--- config.mk ---
export PLATFORM = sky130hd
export DESIGN_NAME = pix_frac_div
export DESIGN_NICKNAME = d
export VERILOG_FILES = /design/src/rtl/pix_frac_div_pkg.sv /design/src/rtl/pix_frac_div_regs.sv /design/src/rtl/pix_frac_div_src.sv /design/src/rtl/pix_frac_div_phase.sv /design/src/rtl/pix_frac_div.sv
export SDC_FILE = /design/constraint.sdc
export NUM_CORES = 1
export LEC_CHECK = 0
export ABC_AREA = 1
export BUFFER_PORTS_ARGS = -buffer_cell sky130_fd_sc_hd__buf_2
export CAP_MARGIN = 20
export CORE_MARGIN = 3
export CORE_UTILIZATION = 61
export CTS_BUF_LIST = sky130_fd_sc_hd__clkbuf_8
export DETAILED_ROUTE_END_ITERATION = 12
export MAX_ROUTING_LAYER = met4
export PLACE_DENSITY = 0.9
export SLEW_MARGIN = 5
export SYNTH_ARGS = -nofsm -noshare
export SYNTH_HDL_FRONTEND = slang
export SYNTH_SLANG_ARGS = --single-unit
--- constraint.sdc ---
create_clock -name clk -period 2.9 [get_ports clk]
set_input_delay 0.435 -clock clk [delete_from_list [all_inputs] [get_ports clk]]
set_output_delay 0.435 -clock clk [all_outputs]
set_load 0.005 [all_outputs]
--- src/rtl/pix_frac_div_pkg.sv ---
package pix_frac_div_pkg;

    localparam int DIV_W     = 12;
    localparam int FRAC_W    = 4;
    localparam int EDGE_W    = 9;
    localparam int LEN_W     = DIV_W - FRAC_W + 1;
    localparam int SUM_W     = DIV_W + 1;
    localparam int ADDR_W    = 2;
    localparam int DATA_W    = 32;

    localparam logic [DIV_W-1:0] DIV_ONE = DIV_W'(1 << FRAC_W);

    localparam int BIT_EN    = 0;
    localparam int BIT_INV   = 17;
    localparam int BIT_EXT   = 20;
    localparam int RISE_LSB  = 0;
    localparam int FALL_LSB  = 16;

    localparam logic [ADDR_W-1:0] ADR_CTRL = 2'd0;
    localparam logic [ADDR_W-1:0] ADR_DIV  = 2'd1;
    localparam logic [ADDR_W-1:0] ADR_EDGE = 2'd2;

    typedef struct packed {
        logic en;
        logic inv;
        logic ext;
    } ctrl_t;

    typedef struct packed {
        logic [EDGE_W-1:0] fall;
        logic [EDGE_W-1:0] rise;
    } edge_t;

    function automatic logic [DIV_W-1:0] clamp_div(input logic [DIV_W-1:0] d);
        return (d < DIV_ONE) ? DIV_ONE : d;
    endfunction

    function automatic logic level_at(input logic [LEN_W-1:0] k, input edge_t e);
        logic [LEN_W:0] half;
        half = {k, 1'b0};
        return (half >= (LEN_W+1)'(e.rise)) && (half < (LEN_W+1)'(e.fall));
    endfunction

endpackage

--- src/rtl/pix_frac_div_regs.sv ---
module pix_frac_div_regs
    import pix_frac_div_pkg::*;
(
    input  logic              clk,
    input  logic              rst,
    input  logic              wr_en,
    input  logic [ADDR_W-1:0] wr_addr,
    input  logic [DATA_W-1:0] wr_data,
    output ctrl_t             ctrl_q,
    output ctrl_t             ctrl_d,
    output logic [DIV_W-1:0]  div_q,
    output edge_t             edge_q
);

    logic [DIV_W-1:0] div_d;
    edge_t            edge_d;

    always_comb begin
        ctrl_d = ctrl_q;
        div_d  = div_q;
        edge_d = edge_q;
        if (wr_en) begin
            case (wr_addr)
                ADR_CTRL: begin
                    ctrl_d.en  = wr_data[BIT_EN];
                    ctrl_d.inv = wr_data[BIT_INV];
                    ctrl_d.ext = wr_data[BIT_EXT];
                end
                ADR_DIV:  div_d = wr_data[DIV_W-1:0];
                ADR_EDGE: begin
                    edge_d.rise = wr_data[RISE_LSB +: EDGE_W];
                    edge_d.fall = wr_data[FALL_LSB +: EDGE_W];
                end
                default: ;
            endcase
        end
    end

    always_ff @(posedge clk) begin
        if (rst) begin
            ctrl_q <= '0;
            div_q  <= DIV_ONE;
            edge_q <= '0;
        end else begin
            ctrl_q <= ctrl_d;
            div_q  <= div_d;
            edge_q <= edge_d;
        end
    end

    // without a write, nothing in the register file moves
    a_r10_hold_idle: assert property (@(posedge clk) disable iff (rst)
        !wr_en |=> ($stable(ctrl_q) && $stable(div_q) && $stable(edge_q)));

endmodule

--- src/rtl/pix_frac_div_src.sv ---
module pix_frac_div_src
    import pix_frac_div_pkg::*;
(
    input  logic clk,
    input  logic rst,
    input  logic en,
    input  logic ext_next,
    input  logic tick_int,
    input  logic tick_ext,
    output logic tick
);

    logic sel_q;

    always_ff @(posedge clk) begin
        if (rst)
            sel_q <= 1'b0;
        else if (!en)
            sel_q <= ext_next;
    end

    assign tick = sel_q ? tick_ext : tick_int;

    // while enabled the applied source cannot change
    a_r7_src_frozen: assert property (@(posedge clk) disable iff (rst)
        en |=> $stable(sel_q));

endmodule

--- src/rtl/pix_frac_div_phase.sv ---
module pix_frac_div_phase
    import pix_frac_div_pkg::*;
(
    input  logic             clk,
    input  logic             rst,
    input  logic             en,
    input  logic             tick,
    input  logic [DIV_W-1:0] div,
    input  edge_t            edges,
    output logic             stb,
    output logic             lvl
);

    logic [LEN_W-1:0]  cnt_q;
    logic [LEN_W-1:0]  len_q;
    logic [FRAC_W-1:0] frac_q;
    edge_t             edge_sh;
    logic              last;
    logic              load;
    logic [SUM_W-1:0]  sum;
    logic [LEN_W-1:0]  cnt_inc;

    assign last    = (cnt_q == len_q - LEN_W'(1));
    assign load    = en && tick && last;
    assign sum     = SUM_W'(clamp_div(div)) + SUM_W'(frac_q);
    assign cnt_inc = cnt_q + LEN_W'(1);

    always_ff @(posedge clk) begin
        if (rst) begin
            cnt_q   <= '0;
            len_q   <= LEN_W'(1);
            frac_q  <= '0;
            edge_sh <= '0;
            stb     <= 1'b0;
            lvl     <= 1'b0;
        end else if (!en) begin
            cnt_q  <= '0;
            len_q  <= LEN_W'(1);
            frac_q <= '0;
            stb    <= 1'b0;
            lvl    <= 1'b0;
        end else if (tick) begin
            if (last) begin
                cnt_q   <= '0;
                len_q   <= sum[SUM_W-1:FRAC_W];
                frac_q  <= sum[FRAC_W-1:0];
                edge_sh <= edges;
                stb     <= 1'b1;
                lvl     <= level_at('0, edges);
            end else begin
                cnt_q <= cnt_inc;
                stb   <= 1'b0;
                lvl   <= level_at(cnt_inc, edge_sh);
            end
        end else begin
            stb <= 1'b0;
        end
    end

    // the position never leaves the current period
    a_r2_cnt_in_period: assert property (@(posedge clk) disable iff (rst)
        cnt_q < len_q);

    // a period never has zero length
    a_r4_len_nonzero: assert property (@(posedge clk) disable iff (rst)
        len_q != '0);

    // a strobe only follows an enabled tick
    a_r3_stb_after_tick: assert property (@(posedge clk) disable iff (rst)
        stb |-> $past(en && tick));

    // edge shadow only changes at a period start
    a_r8_edges_held: assert property (@(posedge clk) disable iff (rst)
        !load |=> $stable(edge_sh));

    // disabled means silent and cleared
    a_r9_quiet_off: assert property (@(posedge clk) disable iff (rst)
        !en |=> (!stb && cnt_q == '0 && frac_q == '0));

endmodule

--- src/rtl/pix_frac_div.sv ---
module pix_frac_div
    import pix_frac_div_pkg::*;
(
    input  logic        clk,
    input  logic        rst,
    input  logic        wr_en,
    input  logic [1:0]  wr_addr,
    input  logic [31:0] wr_data,
    input  logic        tick_int,
    input  logic        tick_ext,
    output logic        pix_stb,
    output logic        pix_clk
);

    ctrl_t            ctrl_q;
    ctrl_t            ctrl_d;
    logic [DIV_W-1:0] div_q;
    edge_t            edge_q;
    logic             tick;
    logic             lvl;

    pix_frac_div_regs i_regs (
        .clk     (clk),
        .rst     (rst),
        .wr_en   (wr_en),
        .wr_addr (wr_addr),
        .wr_data (wr_data),
        .ctrl_q  (ctrl_q),
        .ctrl_d  (ctrl_d),
        .div_q   (div_q),
        .edge_q  (edge_q)
    );

    pix_frac_div_src i_src (
        .clk      (clk),
        .rst      (rst),
        .en       (ctrl_q.en),
        .ext_next (ctrl_d.ext),
        .tick_int (tick_int),
        .tick_ext (tick_ext),
        .tick     (tick)
    );

    pix_frac_div_phase i_phase (
        .clk   (clk),
        .rst   (rst),
        .en    (ctrl_q.en),
        .tick  (tick),
        .div   (div_q),
        .edges (edge_q),
        .stb   (pix_stb),
        .lvl   (lvl)
    );

    assign pix_clk = lvl ^ ctrl_q.inv;

    // once disabled for a cycle, the output rests at the polarity bit
    a_r6_rest_level: assert property (@(posedge clk) disable iff (rst)
        (!ctrl_q.en && $past(!ctrl_q.en)) |-> (pix_clk == ctrl_q.inv));

endmodule

==> results.toml <==
[floorplanning]
start_util_pct = 65.4
dieArea_um2 = 7580
design.core.area_um2 = 6130
fp.dieH_um = 87.1
std_cell_rows = 28
die_w_um = 87.1
num_io_pins = 41

[sta]
achievable_frequency_mhz = 369
setup_viol_count_final = 0
worst_slew_margin_relative_to_its_limit_pct = 47.4
post-route-period-util_pct = 93.3
timing_max_transition_violations_final = 0
worst_pin_slew_ps = 788
period_minus_slack_ps = 2710
clock-skew-final_ps = 9.24
timing.final.hold_violations = 0
hold_ws_ps = 306
final.setup.worst_slack_ps = 193
fin_tns_setup_ps = 0
rsz0062_at_grt = "false"

[cells_and_area]
finalNetCount = 668
multi_input_area_um2 = 2090
syn_to_final_growth_pct = 10.6
layout.cells.most_common = "nand2_1"
fin_cells = 686
layout.cells.most_common_list = "nand2_1, nor2_1, inv_1, dfxtp_1, o21ai_0"
layout-drive-gt1-share_pct = 9.49
fillCellCount = 445
ant_cells = 0
regArea_um2 = 1520
final_design_area_no_fill_um2 = 4440

[clock_network]
hold_buffers = 0
ctsLongestPathBuffers = 2
clkSlewWorstSetupHoldPaths_ps = 80
tritoncts.num_buffers = 9
post_cts_resize_count = 0
cts_max_level = 3
clock_tree.root_cell = "clkbuf_8"
cts_tree = "yes"
clock_sink_count = 76
postCtsSetupRepairBufs = 0
worstSkewPairLatency_ps = 360

[power_and_ir_drop]
internal_power_w = 0.00176
worst_supply_voltage_drop_on_vdd_mv = 0.402
p_comb_share_pct = 11.8
pwr-share-clk_pct = 41.9
switching_power_w = 0.000630
pwr-share-seq_pct = 46.3
cellPowerDensity_nw_per_um2 = 539
p_leak_nw = 2.16
switching_share_pct = 26.3

[logic_synthesis]
postSynthNetCount = 642
ys_ff_latch = 76
ys_top_cells_by_area = "dfxtp_1, nand2_1, nor2_1"
synth-warning-count = 0
synth.distinct_cells = 33
yosys_most_used_dff = "dfxtp_1"
async_reset_ff_share_pct = 0
netlist_instances = 580
synth.largest_area_cell = "dfxtp_1"
number_of_flops_mapped_to_enable_cells_by_yosys = 0
register_area_share_after_synthesis_pct = 37.9
netlist.area_leader.share_pct = 37.9
synthesis.area_per_instance_um2 = 6.91
post_synth_instance_area_um2 = 4010

[detailed_routing]
drt_pre_antenna_iters = 5
detailroute.via_count = 3730
postRouteAntennaNets = 0
route.detailed.vias_per_inst = 5.44
wl_per_cell_um = 13.4
drcViolationCount = 0
totalWireLength_um = 9220
first_iter_violations = 232

[worst_setup_path]
data_arrival_time_of_the_worst_path_ps = 3000
endpoint_kind = "flip-flop"
crit_path_max_fanout = 4
crit_type = "flip-flop to flip-flop"
startpoint_class = "flip-flop"
worst_ep_required_time_ps = 3190

[placed_design]
pre_cts_ws_ps = 200
detailed_place.area_um2 = 4190
gp_congestion = 0.933
dp.cells = 670
port-buffer-count = 29
detailed_place_hpwl_um = 6660

[min_path]
min-delay-path-class = "input pin to flip-flop"

[global_routing]
grt_max_degree = 51
first_pass_grt_wire_length_um = 15800
antenna_found_initial = 0
track_usage_pct = 27.4
first_global_vias = 3575
globalRoute.totalOverflow = 0

[outcome]
run_status = "finished clean"

[flow_run]
max-cap-violations = 0
## cells by family (layout without fill, tap and decap cells)
group,after synthesis,in the layout,share of synthesized area [%]
simple gates,262,262,27.6
buf+inv,101,132,9.98
compound gates,97,97,12.5
flops,76,76,37.9
fa+ha+maj,23,23,7.36
xor+xnor,21,21,4.59
## flip-flops by register name, summed over array words and instances (netlist names)
signal           count
i_phase.cnt_q        9
i_phase.edge_sh     18
i_phase.frac_q       4
i_phase.len_q        9
i_phase.lvl          1
i_phase.stb          1
i_regs.ctrl_q        3
i_regs.div_q        12
i_regs.edge_q       18
i_src.sel_q          1
## final cells by class
| cell class | count | area share [%] |
|---|---|---|
| clock inverters | 7 | 2.79 |
| clock buffers | 9 | 2.79 |
| inverters | 84 | 7.11 |
| repair buffers | 32 | 3.78 |
| multi-input cells | 403 | 47.1 |
| flip-flops and latches | 76 | 34.3 |
| well taps | 75 | 2.12 |
## power groups by stage
stage	clock network (W)	logic (W)	registers, W
2_1_floorplan	0	0.000206	0.00112
3_3_place_gp	0	0.000263	0.00113
3_5_place_dp	0	0.000274	0.00113
4_1_cts	0.000992	0.000281	0.00111
5_1_grt	0.00104	0.000329	0.00111
6_report	0.00100	0.000283	0.00111
## through the flow
step	utilization (%)	total power [W]
floorplan	-	0.00133
global placement	68.3	0.00139
detailed placement	68.3	0.00140
CTS	72.3	0.00238
global route	72.4	0.00248
finish	72.4	0.00239
## synthesized netlist by cell type, types with 3 or more instances
cell type / count
nor2_1: 93
nand2_1: 110
clkbuf_1: 9
dfxtp_1: 76
inv_1: 80
ha_1: 22
xor2_1: 15
inv_2: 3
buf_2: 5
xnor2_1: 6
a21oi_1: 42
o21ai_0: 48
nor3_1: 8
nand3_1: 29
nand4_1: 12
## per-layer routing
layer	global-route usage [%]	up-vias	routed length, um
met5	-	-	0
met4	11.9	0	231
met3	4.26	28	495
met2	44.7	116	4400
met1	33.6	1674	4090
li1	-	1912	-
## worst paths after layout
check / from / endpoint / slack (ps) / cells past startpoint
worst max register to register: i_regs.div_q[5]$_SDFFE_PP0P_ / i_phase.len_q[6]$_SDFFE_PP0P_ / 190 / 15
worst min-delay path: wr_data[16] / i_regs.edge_q[9]$_SDFFE_PP0P_ / 310 / 3
worst min register to register: i_regs.div_q[0]$_SDFFE_PP0P_ / i_regs.div_q[0]$_SDFFE_PP0P_ / 470 / 2
worst max-delay path: i_regs.div_q[5]$_SDFFE_PP0P_ / i_phase.len_q[6]$_SDFFE_PP0P_ / 190 / 15
## worst max-delay path, cell delays in order (launching register included)
cell and delay [ps]:
dfxtp_1 380, inv_1 120, nand4_1 140, nor2_1 90, nor2_1 110, ha_1 190, inv_1 60, fa_1 400
inv_1 80, nand3_1 60, and3_1 170, or2_2 320, nor2_2 180, nand2_1 90, xor2_1 150, o21ai_1 120
No activity file was read; power rests on OpenSTA's default activity.
